[src/rtl/ddr3_init_pkg.sv]
package ddr3_init_pkg;

    // {cs_n, ras_n, cas_n, we_n}
    typedef enum logic [3:0] {
        CMD_MRS = 4'b0000,
        CMD_REF = 4'b0001,
        CMD_PRE = 4'b0010,
        CMD_ZQC = 4'b0110,
        CMD_NOP = 4'b0111
    } ddr_cmd_e;

    typedef enum logic [3:0] {
        PH_MR2    = 4'd0,
        PH_MR3    = 4'd1,
        PH_MR1    = 4'd2,
        PH_MR0    = 4'd3,
        PH_ZQCL   = 4'd4,
        PH_PREA   = 4'd5,
        PH_REF    = 4'd6,
        PH_SETTLE = 4'd7,
        PH_READY  = 4'd8
    } init_phase_e;

    // Address bit that selects "long" ZQ and "all banks" precharge
    localparam int unsigned ALL_BANKS_BIT = 10;

    function automatic int unsigned umax(input int unsigned a, input int unsigned b);
        return (a > b) ? a : b;
    endfunction

    function automatic init_phase_e phase_after(input init_phase_e p);
        init_phase_e n;
        unique case (p)
            PH_MR2:    n = PH_MR3;
            PH_MR3:    n = PH_MR1;
            PH_MR1:    n = PH_MR0;
            PH_MR0:    n = PH_ZQCL;
            PH_ZQCL:   n = PH_PREA;
            PH_PREA:   n = PH_REF;
            PH_REF:    n = PH_SETTLE;
            PH_SETTLE: n = PH_READY;
            default:   n = PH_READY;
        endcase
        return n;
    endfunction

endpackage

[src/rtl/ddr3_init_gap_timer.sv]
module ddr3_init_gap_timer #(
    parameter int unsigned CNT_W = 10
) (
    input  logic             clk,
    input  logic             rst_n,
    input  logic             restart,
    input  logic [CNT_W-1:0] target,
    output logic             expired
);

    logic [CNT_W-1:0] idle_q;

    // Counts NOOP clocks since the last issued command; saturates at all-ones
    always_ff @(posedge clk or negedge rst_n) begin
        if (!rst_n) begin
            idle_q <= '0;
        end else if (restart) begin
            idle_q <= '0;
        end else if (idle_q != {CNT_W{1'b1}}) begin
            idle_q <= idle_q + 1'b1;
        end
    end

    assign expired = (idle_q >= target);

endmodule

[src/rtl/ddr3_init_step_table.sv]
module ddr3_init_step_table
    import ddr3_init_pkg::*;
#(
    parameter int unsigned ADDR_W     = 14,
    parameter int unsigned BANK_W     = 3,
    parameter int unsigned CNT_W      = 10,
    parameter int unsigned MR0_VAL    = 32'h0000_0520,
    parameter int unsigned MR1_VAL    = 32'h0000_0044,
    parameter int unsigned MR2_VAL    = 32'h0000_0008,
    parameter int unsigned MR3_VAL    = 32'h0000_0000,
    parameter int unsigned GAP_MRD    = 4,
    parameter int unsigned GAP_MOD    = 12,
    parameter int unsigned GAP_ZQINIT = 513,
    parameter int unsigned GAP_RP     = 4,
    parameter int unsigned GAP_RFC    = 141
) (
    input  init_phase_e       phase,
    output ddr_cmd_e          step_cmd,
    output logic [BANK_W-1:0] step_bank,
    output logic [ADDR_W-1:0] step_addr,
    output logic [CNT_W-1:0]  step_gap
);

    localparam int unsigned MR_COUNT = 4;

    // Mode-register images indexed by register number
    logic [ADDR_W-1:0] mr_image [MR_COUNT];

    for (genvar g = 0; g < MR_COUNT; g++) begin : g_mr
        localparam int unsigned RAW = (g == 0) ? MR0_VAL :
                                      (g == 1) ? MR1_VAL :
                                      (g == 2) ? MR2_VAL : MR3_VAL;
        assign mr_image[g] = ADDR_W'(RAW);
    end

    logic [ADDR_W-1:0] all_banks_addr;
    always_comb begin
        all_banks_addr = '0;
        all_banks_addr[ALL_BANKS_BIT] = 1'b1;
    end

    always_comb begin
        step_cmd  = CMD_NOP;
        step_bank = '0;
        step_addr = '0;
        step_gap  = CNT_W'(GAP_MRD);
        unique case (phase)
            PH_MR2: begin
                step_cmd  = CMD_MRS;
                step_bank = BANK_W'(2);
                step_addr = mr_image[2];
                step_gap  = CNT_W'(GAP_MRD);
            end
            PH_MR3: begin
                step_cmd  = CMD_MRS;
                step_bank = BANK_W'(3);
                step_addr = mr_image[3];
                step_gap  = CNT_W'(GAP_MRD);
            end
            PH_MR1: begin
                step_cmd  = CMD_MRS;
                step_bank = BANK_W'(1);
                step_addr = mr_image[1];
                step_gap  = CNT_W'(GAP_MRD);
            end
            PH_MR0: begin
                step_cmd  = CMD_MRS;
                step_bank = '0;
                step_addr = mr_image[0];
                step_gap  = CNT_W'(GAP_MRD);
            end
            PH_ZQCL: begin
                step_cmd  = CMD_ZQC;
                step_addr = all_banks_addr;
                step_gap  = CNT_W'(GAP_MOD);
            end
            PH_PREA: begin
                step_cmd  = CMD_PRE;
                step_addr = all_banks_addr;
                step_gap  = CNT_W'(GAP_ZQINIT);
            end
            PH_REF: begin
                step_cmd  = CMD_REF;
                step_gap  = CNT_W'(GAP_RP);
            end
            PH_SETTLE: begin
                step_cmd  = CMD_NOP;
                step_gap  = CNT_W'(GAP_RFC);
            end
            default: begin
                step_cmd  = CMD_NOP;
                step_gap  = '0;
            end
        endcase
    end

endmodule

[src/rtl/ddr3_init_seq.sv]
module ddr3_init_seq
    import ddr3_init_pkg::*;
#(
    parameter int unsigned ADDR_W     = 14,
    parameter int unsigned BANK_W     = 3,
    parameter int unsigned MR0_VAL    = 32'h0000_0520,
    parameter int unsigned MR1_VAL    = 32'h0000_0044,
    parameter int unsigned MR2_VAL    = 32'h0000_0008,
    parameter int unsigned MR3_VAL    = 32'h0000_0000,
    parameter int unsigned GAP_MRD    = 4,
    parameter int unsigned GAP_MOD    = 12,
    parameter int unsigned GAP_ZQINIT = 513,
    parameter int unsigned GAP_RP     = 4,
    parameter int unsigned GAP_RFC    = 141
) (
    input  logic              clk,
    input  logic              rst_n,
    output logic              cke_o,
    output logic [3:0]        cmd_o,
    output logic [BANK_W-1:0] bank_o,
    output logic [ADDR_W-1:0] addr_o,
    output logic              refresh_clr_o,
    output logic              ready_o
);

    localparam int unsigned MAX_GAP =
        umax(umax(umax(GAP_MRD, GAP_MOD), umax(GAP_ZQINIT, GAP_RP)), GAP_RFC);
    localparam int unsigned CNT_W = $clog2(MAX_GAP + 1) + 1;

    init_phase_e       phase_q, phase_d;
    ddr_cmd_e          step_cmd;
    logic [BANK_W-1:0] step_bank;
    logic [ADDR_W-1:0] step_addr;
    logic [CNT_W-1:0]  step_gap;
    logic              gap_done;
    logic              fire;

    ddr3_init_step_table #(
        .ADDR_W(ADDR_W), .BANK_W(BANK_W), .CNT_W(CNT_W),
        .MR0_VAL(MR0_VAL), .MR1_VAL(MR1_VAL), .MR2_VAL(MR2_VAL), .MR3_VAL(MR3_VAL),
        .GAP_MRD(GAP_MRD), .GAP_MOD(GAP_MOD), .GAP_ZQINIT(GAP_ZQINIT),
        .GAP_RP(GAP_RP), .GAP_RFC(GAP_RFC)
    ) u_table (
        .phase     (phase_q),
        .step_cmd  (step_cmd),
        .step_bank (step_bank),
        .step_addr (step_addr),
        .step_gap  (step_gap)
    );

    ddr3_init_gap_timer #(.CNT_W(CNT_W)) u_timer (
        .clk     (clk),
        .rst_n   (rst_n),
        .restart (fire),
        .target  (step_gap),
        .expired (gap_done)
    );

    assign fire = gap_done && (phase_q != PH_READY);

    always_comb begin
        phase_d = fire ? phase_after(phase_q) : phase_q;
    end

    // State register
    always_ff @(posedge clk or negedge rst_n) begin
        if (!rst_n) begin
            phase_q <= PH_MR2;
        end else begin
            phase_q <= phase_d;
        end
    end

    // Registered pin drivers
    always_ff @(posedge clk or negedge rst_n) begin
        if (!rst_n) begin
            cke_o         <= 1'b0;
            cmd_o         <= CMD_NOP;
            bank_o        <= '0;
            addr_o        <= '0;
            refresh_clr_o <= 1'b0;
            ready_o       <= 1'b0;
        end else begin
            cke_o         <= 1'b1;
            refresh_clr_o <= fire && (phase_q == PH_REF);
            ready_o       <= ready_o || (fire && (phase_q == PH_SETTLE));
            if (fire) begin
                cmd_o  <= step_cmd;
                bank_o <= step_bank;
                addr_o <= step_addr;
            end else begin
                cmd_o  <= CMD_NOP;
                bank_o <= '0;
                addr_o <= '0;
            end
        end
    end

endmodule

[config.mk]
export PLATFORM = sky130hd
export DESIGN_NAME = ddr3_init_seq
export DESIGN_NICKNAME = d
export VERILOG_FILES = /design/src/rtl/ddr3_init_pkg.sv /design/src/rtl/ddr3_init_gap_timer.sv /design/src/rtl/ddr3_init_step_table.sv /design/src/rtl/ddr3_init_seq.sv
export SDC_FILE = /design/constraint.sdc
export NUM_CORES = 1
export LEC_CHECK = 0
export BUFFER_PORTS_ARGS = -buffer_cell sky130_fd_sc_hd__buf_4
export CAP_MARGIN = 20
export CORE_ASPECT_RATIO = 0.7
export CORE_MARGIN = 4
export CORE_UTILIZATION = 35
export CTS_CLUSTER_DIAMETER = 150
export CTS_CLUSTER_SIZE = 25
export DETAILED_ROUTE_END_ITERATION = 8
export SLEW_MARGIN = 20
export SYNTH_ARGS = -nofsm -noshare
export SYNTH_HDL_FRONTEND = slang
export SYNTH_HIERARCHICAL = 1
export SYNTH_SLANG_ARGS = --single-unit
[constraint.sdc]
create_clock -name clk -period 3.4 [get_ports clk]
set_input_delay 0.51 -clock clk [delete_from_list [all_inputs] [get_ports clk]]
set_output_delay 0.51 -clock clk [all_outputs]
set_load 0.03 [all_outputs]
# Word level (Yosys, flattened, before mapping)
# Memory sizes are Yosys's and may differ from the RTL's.
# Index checks and enable logic that the tools add are counted.
# Widths: inputs -> output; s select.
[word_totals]
ff_bits = 39
mem_bits_ro = 32
inputBits = 2
wordCells = 39
memories = 1
[classes]
addsub = 1
magnitude_cmp = 1
n_eq_ne = 9
mux = 10
reduce_logical = 9
[memory_table]
columns = ["name", "words", "word_bits", "read_ports", "rd_clocked_by_memory_dff", "write_ports", "line", "source"]
rows = [
  ["(no name shown)", 8, 4, 1, 0, 0, "ddr3_init_pkg.sv:33", "unique case (p)"],
]
[op_table]
columns = ["operator", "n"]
rows = [
  ["$pmux 11 s4", 1],
  ["$pmux 10 s4", 1],
  ["$mux 11", 2],
  ["$eq 4x3->1 const B", 4],
  ["$mux 14", 1],
  ["$pmux 3 s4", 1],
  ["$add 11x1->11 const B", 1],
  ["$ge 11x10->1", 1],
  ["$ne 11x11->1 const B", 1],
  ["$eq 4x2->1 const B", 2],
  ["$mux 4", 2],
  ["$pmux 2 s3", 1],
  ["$reduce_or 5->1", 1],
  ["$eq 4x1->1 const B", 1],
  ["$logic_not 4->1", 1],
  ["$ne 4x4->1 const B", 1],
  ["$reduce_or 4->1", 1],
  ["$logic_and 1x1->1", 3],
  ["$mux 3", 1],
  ["$reduce_bool 2->1", 1],
  ["$reduce_or 2->1", 1],
  ["$logic_or 1x1->1", 1],
]

# Longest topological paths before layout
[logic_depth]
ltp_word = 7
depth_mapped = 13

# By module
# Netlist, hierarchy kept.
[modules_own_cells]
columns = ["module", "instances", "cells_each", "area_each_um2"]
rows = [
  ["ddr3_init_seq", 1, 74, 1064.8],
  ["ddr3_init_gap_timer", 1, 93, 837.1],
  ["ddr3_init_step_table", 1, 45, 327.8],
]

# Least setup slack after synthesis
# Ideal clock, no wire load.
[synth_path]
kind = "register -> register"
from = "reg phase_q[2]"
to = "reg u_timer.idle_q[8]"
t_arrival_ns = 2.612
required_time_ns = 3.260
path_slack_ns = 0.649
stages_incl_launch_ff = 13
path_buffers = 3
cell_sequence = "dfrtp_1 > buf_4 > a31oi_1 > inv_1 > ha_1 > nand2_1 > o21ai_0 > a21oi_1 > o21ai_0 > clkbuf_1 > and2_1 > dlygate4sd1_1 > a311oi_1"
[synth_via]
elab_chain_len = 6
word_cells_on_any_way = 15
[synth_lines]
columns = ["item", "line", "source"]
rows = [
  ["from (decl)", "ddr3_init_seq.sv:30", "init_phase_e phase_q, phase_d;"],
  ["from (signal assigned)", "ddr3_init_seq.sv:70", "phase_q <= phase_d;"],
  ["$eq 4x3->1 (tied with other cells)", "ddr3_init_step_table.sv:47", "unique case (phase)"],
  ["$reduce_or 5->1 (no source line)", "-", ""],
  ["$pmux 10 s4 (*)", "ddr3_init_step_table.sv:47", ""],
  ["via step_gap[2]", "ddr3_init_seq.sv:34", "logic [CNT_W-1:0] step_gap;"],
  ["$ge 11x10->1 (*)", "ddr3_init_gap_timer.sv:24", "assign expired = (idle_q >= target);"],
  ["via gap_done", "ddr3_init_seq.sv:35", "logic gap_done;"],
  ["$logic_and 1x1->1 (*)", "ddr3_init_seq.sv:59", "assign fire = gap_done && (phase_q != PH_READY);"],
  ["via fire", "ddr3_init_seq.sv:36", "logic fire;"],
  ["$mux 11 / $reduce_bool 2->1 (equally long branches)", "-", ""],
  ["to (signal assigned)", "ddr3_init_gap_timer.sv:20", "idle_q <= idle_q + 1'b1;"],
  ["to (decl)", "ddr3_init_gap_timer.sv:11", "logic [CNT_W-1:0] idle_q;"],
]
# Mark *: on every way through the listed nets, which the timed path passes. The rest lies on a longest branch.
# A chain may end at the register's enable or synchronous reset.

# Final worst setup path
[layout_path]
from = "reg phase_q[1]"
to = "reg u_timer.idle_q[7]"
# The elaborated chain is that of the path after synthesis.

==> impl_metrics.tcl <==
set metrics [dict create \
    required_ns 3.56 \
    setup_tns_ns 0 \
    r2r-end "u_timer/idle_q[7]" \
    ios 26 \
    min_period_ns 2.81 \
    gp_congestion 0.802 \
    portBuffers 25 \
    ys.flop_type "dfrtp_1" \
    fin_cells 314 \
    worst_slew_pin_slew_ns 0.629 \
    setup_viol 0 \
    rr_worst_depth 11 \
    worst_setup_path_end_kind "flop" \
    cap_violations 0 \
    synth_top_family_by_area "simple AND/OR/NAND/NOR gates" \
    leakagePower_uw 0.00129 \
    drt-total-wl_um 4010 \
    syn_avg_cell_area_sq_um 10.5 \
    synth_edf_count 0 \
    grt_pass1_wl_um 6890 \
    fill_cells 601 \
    synth-compound-area-share 0.108 \
    async_flop_share 1.00 \
    grt_max_degree 40 \
    slew_headroom 0.581 \
    rr_startpoint "phase_q[1]" \
    slew_viol_final 0 \
    hold_viol 0 \
    fin_nets 253 \
    ys_seq_elements 39 \
    wl_per_cell_um 12.8 \
    fmax_ghz 0.356 \
    cts.repair.resized 0 \
    reg2reg_slack_ns 0.59 \
    fin_skew_ns 0.00339 \
    cts_made_buffers 5 \
    synthMuxAreaShare 0.00449 \
    dp_hpwl_um 2800 \
    synth_fa_ha_area_frac 0.0898 \
    grt_setup_unrepaired "false" \
    die_y_um 74.8 \
    seq_area_frac_synth 0.439 \
    status "finished, final reports clean" \
    clk_pin_slew_ns 0.08 \
    dr.first_iter.drc_count 57 \
    fp.dieW_um 103 \
    grt_remaining_overflow 0 \
    coreArea_sq_um 6220 \
    clockRootBuffer "clkbuf_8" \
    setup_ws_ns 0.587 \
    crit_type "reg2reg" \
    multiInputGateArea_sq_um 1030 \
    first_pass_iters 4 \
    critPathMaxFanout 16 \
    via_per_inst 4.65 \
    post_cts_buffers 0 \
    syn_area_sq_um 2230 \
    clock_latency_ns 0.29 \
    ant_nets 0 \
    remaining_drc_errors 0 \
    cts_sinks 39 \
    die-area_sq_um 7730 \
    synth-simple-area-share 0.205 \
    cts_hold_buffers 0 \
    crit_path_start "phase_q[1]" \
    seq_area_sq_um 980 \
    ys_warn_count 6 \
    track_usage 0.116 \
    synth_xor_area_frac 0.0241 \
    h-tree-depth 2 \
    synthCells 212 \
    rows 24 \
    area_delta_synth_final_pct 12.2 \
    startpoint_type "flop" \
    grt_pass1_vias 1413 \
    arrival_ns 2.98 \
    grt_antenna_before_repair 0 \
    start_util 0.359 \
    drive_gt1_frac 0.237 \
    dp_cells 306 \
    ys_types 55 \
    hold_path.class "in2async" \
    cts.path.max_buffers 2 \
    place_worst_setup_slack_ns 0.599 \
    vias 1459 \
    irDropWorstVdd_uv 369 \
    n_antenna_cell 0 \
    fin_crit_sh 0.827 \
    power.density_nw_per_um2 759 \
    cts_tree "built" \
]
[sequential cells by signal, indices dropped and copies added, names as in the netlist]
| name | flops |
|---|---|
| cke_o | 1 |
| addr_o | 14 |
| ready_o | 1 |
| u_timer/idle_q | 11 |
| phase_q | 4 |
| bank_o | 3 |
| refresh_clr_o | 1 |
| cmd_o | 4 |
[critical path: stages (launching register included)]
cell	delay (ns)
dfrtp_1	0.75
inv_2	0.09
a31oi_1	0.18
inv_1	0.06
ha_1	0.29
nand2_1	0.05
o21ai_0	0.15
a21oi_1	0.11
o21ai_1	0.33
and2_1	0.45
o21bai_1	0.17
a31oi_1	0.05
[per-stage QoR]
| step | utilization | cell area (sq um) | hold slack (ns) | total power, uW |
|---|---|---|---|---|
| 3_5_place_dp | 0.384 | 2380 | 0.476 | 1500 |
| 2_1_floorplan | - | 2290 | 0.214 | 1340 |
| 6_report | 0.403 | 2500 | 0.180 | 1900 |
| 5_1_grt | 0.403 | 2500 | 0.224 | 2070 |
| 4_1_cts | 0.403 | 2500 | 0.198 | 1920 |
| 3_3_place_gp | 0.384 | 2380 | 0.471 | 1490 |
[where the power goes]
group / internal [uW] / total, uW / switching (uW)
Sequential: 569 / 761 / 192
Combinational: 352 / 736 / 384
Clock: 238 / 403 / 166
Total: 1160 / 1900 / 742
[worst max-delay path by stage]
stage                     slack [ns]  depth (start not counted)           endpoint
after CTS                       0.58                         11         phase_q[1]
after global placement          0.75                         11  u_timer/idle_q[7]
after global routing            0.26                         11  u_timer/idle_q[7]
after detailed placement        0.60                         11  u_timer/idle_q[7]
after floorplan                 0.65                         12  u_timer/idle_q[8]
final                           0.59                         11  u_timer/idle_q[7]
[cell type report]
class / count / share of cell area
Clock buffer: 6 / 0.0330
Timing Repair Buffer: 28 / 0.0840
Multi-Input combinational cell: 142 / 0.410
Clock inverter: 2 / 0.0140
Tap cell: 78 / 0.0390
Inverter: 19 / 0.0285
Sequential cell: 39 / 0.392
[logic make-up after synthesis]
logic type               Yosys count
AND/OR/NAND/NOR                   68
AO/OA/AOI/OAI                     36
XOR/XNOR                           4
flip-flops                        39
buffers and inverters             46
multiplexers                       1
adder cells (fa/ha/maj)           16
other                              2
[per-layer routing]
metal	global-route usage	vias up	routed length (um)
li1	-	751	-
met1	0.175	673	2160
met2	0.158	30	1610
met3	0.0287	5	182
met4	0.0431	0	59
met5	0	-	0
[cell usage after synthesis (3+ instances only)]
| master | n | share of area |
|---|---|---|
| a21o_1 | 5 | 0.017 |
| a21oi_1 | 11 | 0.025 |
| a31oi_1 | 3 | 0.0084 |
| and3_1 | 16 | 0.045 |
| and3_2 | 4 | 0.013 |
| buf_4 | 19 | 0.064 |
| buf_6 | 4 | 0.020 |
| dfrtp_1 | 36 | 0.40 |
| dfstp_2 | 3 | 0.035 |
| ha_1 | 16 | 0.090 |
| inv_1 | 18 | 0.030 |
| nand2_1 | 5 | 0.0084 |
| nand2b_1 | 3 | 0.0084 |
| nand3b_1 | 4 | 0.013 |
| nor2_1 | 8 | 0.013 |
| nor3_1 | 4 | 0.0090 |
| o21ai_0 | 6 | 0.013 |
[cell usage in the layout, fill, tap and decap left out, drive strengths merged, types with 6 or more instances in the layout]
cell type,count
dfrtp,36
clkbuf,6
buf,28
inv,19
nor2,9
ha,16
and3,20
a21oi,11
conb,17
o21ai,6
(Power assumes the default switching activity.)
